### config.mk
export PLATFORM = sky130hd
export DESIGN_NAME = manchester_tx
export DESIGN_NICKNAME = d
export VERILOG_FILES = /design/src/rtl/manchester_tx.sv
export SDC_FILE = /design/constraint.sdc
export NUM_CORES = 1
export LEC_CHECK = 0
export CORE_AREA = 2 2 39 41
export DETAILED_ROUTE_END_ITERATION = 6
export DIE_AREA = 0 0 41 43
export DONT_BUFFER_PORTS = 1
export PLACE_DENSITY = 0.3
export SYNTH_ARGS = -nofsm -noshare
export SYNTH_HDL_FRONTEND = slang
export SYNTH_SLANG_ARGS = --single-unit
### constraint.sdc
create_clock -name clk -period 1.5 [get_ports clk]
set_input_delay 0.15 -clock clk [delete_from_list [all_inputs] [get_ports clk]]
set_output_delay 0.15 -clock clk [all_outputs]
set_load 0.01 [all_outputs]
### src/rtl/manchester_tx.sv
module manchester_tx (
  input  logic clk,
  input  logic rst_n,
  input  logic tx_en,
  input  logic tx_data,
  input  logic idle_bal,
  output logic tx_p,
  output logic tx_n
);

  logic act_q;
  logic half_q;
  logic bit_q;

  logic cell_end;
  logic open_cell;

  assign cell_end  = act_q & half_q;
  assign open_cell = tx_en & (~act_q | half_q);

  always_ff @(posedge clk) begin
    if (!rst_n) begin
      act_q  <= 1'b0;
      half_q <= 1'b0;
      bit_q  <= 1'b0;
    end else if (open_cell) begin
      act_q  <= 1'b1;
      half_q <= 1'b0;
      bit_q  <= tx_data;
    end else if (cell_end) begin
      act_q  <= 1'b0;
      half_q <= 1'b0;
    end else if (act_q) begin
      half_q <= 1'b1;
    end
  end

  logic line_p;
  assign line_p = half_q ? bit_q : ~bit_q;

  assign tx_p = act_q ? line_p  : ~idle_bal;
  assign tx_n = act_q ? ~line_p : 1'b0;

endmodule


== Word level (Yosys, flattened, before mapping) ==
Index checks and enable logic that the tools add are counted.
Word-level totals
  register bits: 3
  input port bits: 5
  output and inout bits: 2
  word-level logic and storage cells: 18
Operators by class
  multiplexer cells: 5
  bitwise gates (word level): 8
  reduce and logical (&&, ||, !) cells: 2
Operator list (number)
  $mux 1: 5
  $not 1->1: 5
  $reduce_or 3->1: 1
  $and 1x1->1: 2
  $reduce_bool 2->1: 1
  $or 1x1->1: 1

== Longest topological paths before layout ==
  word-level depth: 4
  gate-level depth with buffers: 3
  gate-level depth less buffers: 3

== Worst setup path after synthesis ==
No wires, ideal clock.
  path kind: reg-to-output
  from: register half_q
  to: output tx_p
  arrival time: 0.810 ns
  required time: 1.350 ns
  slack: 0.540 ns
  cell stages (with the launch flop): 4
  cell sequence: dfxtp_1 xnor2_1 nor2_2 a21oi_1
On the way
  word-level cells in the longest chain between the ends: 2
Ends and longest elaborated chain
  start, declared: RTL line 12  | logic half_q;
  start signal, assigned: RTL line 24  | half_q <= 1'b0;
  start signal, assigned: RTL line 28  | half_q <= 1'b0;
  start signal, assigned: RTL line 32  | half_q <= 1'b0;
  $mux 1: RTL line 39  | assign line_p = half_q ? bit_q : ~bit_q;
  $mux 1: RTL line 41  | assign tx_p = act_q ? line_p : ~idle_bal;
  end, declared: RTL line 7  | output logic tx_p,
Every way passes these cells.

== Worst setup path after layout ==
Ends and elaborated chain as after synthesis.

==> out/results.tsv <==
metric	value	unit
drv_slew	0	
setup_violations	0	
clock_sink_count	3	
period_needed	1240	ps
synthMuxAreaShare	0.0684	
ys_top_cells_by_count	3 x dfxtp_1, 2 x a21oi_1, 2 x nand2_1	
syn2layout_area_growth	31.6	%
whs_path_depth	1	
cp.arrival	1090	ps
crit_chain	xnor2_1 > nor2_2 > a21oi_1	
synthSimpleGateAreaFrac	0.316	
crit_fanout	3	
drc_errors	0	
reg2reg_from	half_q	
drtIter0Drc	4	
io_pins	7	
synth_top_family_by_area	simple AND/OR/NAND/NOR gates	
hold_start	rst_n	
end_kind	output port	
rsz0062_at_grt	no	
htreeDepth	1	
syn_avg_cell_area	9.15	um2
ys_types	12	
cts_tree	done	
synth_top_area_share	0.410	
power_leakage	0.0727	nW
place_hpwl	201	um
fmax	0.803	GHz
port_buffers	0	
reg2reg_to	bit_q	
cap_violations	0	
clock-root-buffer	clkbuf_4	
yosysMostFrequentCell	dfxtp_1	
p_total	0.000258	W
critPathLaunchType	register	
hold_violations	0	
postCtsResizedCells	0	
clkTransAtPathRegs	40	ps
max_slew_margin	0.833	
post_cts_buffers	0	
fp.dieW	41	um
synthCells	16	
final_nets	26	
power_density	1340	nW/um2
drt-pass1-iter-count	2	
grt_overflow_total	0	
final.setup.tns	0	ps
ys_ff_latch	3	
ys_top_cells_by_area	dfxtp_1 41%, nor2b_4 9.4%, a21oi_1 6.8%	
grtUsageTotal	0.0390	
syn-cell-area	146	um2
cts_hold_buf	0	
clock_latency	230	ps
final_antenna_net_count	0	
path_buf_inv	0	
antenna_found_initial	0	
crit_family	flip-flops	
drive_gt1_frac	0.300	
core_area	1380	um2
vias	107	
grt_pass1_vias	119	
rrSetupSlack	670	ps
synth_fp_nets	21	
rows	14	
grt_max_degree	5	
holdPathEnd	act_q	
hold_path_class	in2reg	
outcome	completed	
wl	268	um
grt_first_pass_wirelength	420	um
ff2ff_path_depth	3	
synth_top_area_cell	dfxtp_1	
crit_type	reg2out	
clock_path_buffers	2	
worstPathRequired	1350	ps
avgViaCountPerCell	2.97	
synth-async-reset-ratio	0	
synth_compound_gate_area_share	0.120	
finalCritPeriodShare	0.830	
critPathMaxStageDelay	390	ps
fp.dieArea	1760	um2
avgRoutedWirePerCell	7.44	um
tightestPinTransition	251	ps
initial_core_util	0.106	
dieHeight	43	um
ys_seq_area_frac	0.410	
synthAdderAreaFrac	0	
critical_path_cell_count	3	
clock_skew	0.948	ps
cp_slowest_cell	dfxtp_1	
synth_ff_type	dfxtp_1	
cts_buffers	3	
place.gp.congestion	0.544	
synth_edf_count	0	
peakVddDrop	254	uV
yosysWarnings	0	
synth_xor_xnor_area_share	0.0598	
diodes	0	
logic make-up (layout without fill, tap and decap cells):
group                     after synthesis  after routing
buffers and inverters                   1              5
AOI/OAI and AO/OA                       3              3
muxes                                   1              1
xor gates and xnor gates                1              1
and+or+nand+nor                         7              7
DFF                                     3              3
per-stage QoR:
stage / instance area, um2 / hold slack, ps / cells / util / worst slack, ps
after global routing: 193 / 38.5 / 36 / 0.139 / 163
after global placement: 166 / 270 / 32 / 0.120 / 486
final: 193 / 43.1 / 36 / 0.139 / 255
after CTS: 193 / 35.2 / 36 / 0.139 / 232
after floorplan: 146 / 268 / 16 / - / 540
after detailed placement: 166 / 272 / 32 / 0.120 / 488
worst max path at each step:
| stage | start | to | slack, ps |
|---|---|---|---|
| final | half_q | tx_p | 260 |
| after global routing | half_q | tx_p | 160 |
| after CTS | half_q | tx_p | 230 |
| after detailed placement | half_q | tx_p | 490 |
| after global placement | half_q | tx_p | 490 |
| after floorplan | half_q | tx_p | 540 |
worst reg2reg max path, cell delays in order (launching register included):
cell     delay, ps
dfxtp_1        390
nor2b_4         60
nor2b_2        130
mux2i_1        180
cell type report:
type / count / area [um2]
inverter: 1 / 3.75
sequential: 3 / 60.1
fill: 158 / 1190
multi-input combinational: 12 / 82.6
clock buffer: 4 / 26.3
tap: 16 / 20.0
flip-flops by register name, summed over array words and instances (netlist names):
register  cells
half_q        1
bit_q         1
act_q         1
layer usage:
layer | global-route usage | part of all wire | up-vias
li1 | - | - | 59
met1 | 0.0414 | 0.51 | 41
met2 | 0.0438 | 0.36 | 7
met3 | 0.0314 | 0.13 | 0
met4 | 0.0400 | 0 | 0
met5 | 0 | 0 | -
cells in the final DEF (no fill, tap or decap):
| cell | Yosys | layout |
|---|---|---|
| o21a_1 | 1 | 1 |
| dfxtp_1 | 3 | 3 |
| clkbuf_4 | 0 | 3 |
| clkbuf_1 | 0 | 1 |
| nor2_2 | 1 | 1 |
| nor2_1 | 1 | 1 |
| inv_1 | 1 | 1 |
| xnor2_1 | 1 | 1 |
| nor2b_2 | 1 | 1 |
| mux2i_1 | 1 | 1 |
| nor2b_1 | 1 | 1 |
| a21oi_1 | 2 | 2 |
| nand2_1 | 2 | 2 |
| nor2b_4 | 1 | 1 |
power breakdown:
part	total, W	leakage [nW]	switching, W	internal [W]
clock network	0.000140	0.0150	0.0000406	0.0000996
registers	0.0000914	0.0249	0.00000531	0.0000861
logic	0.0000262	0.0328	0.0000128	0.0000135
total	0.000258	0.0727	0.0000586	0.000199
Note: power is estimated with default switching activity, not from simulation.
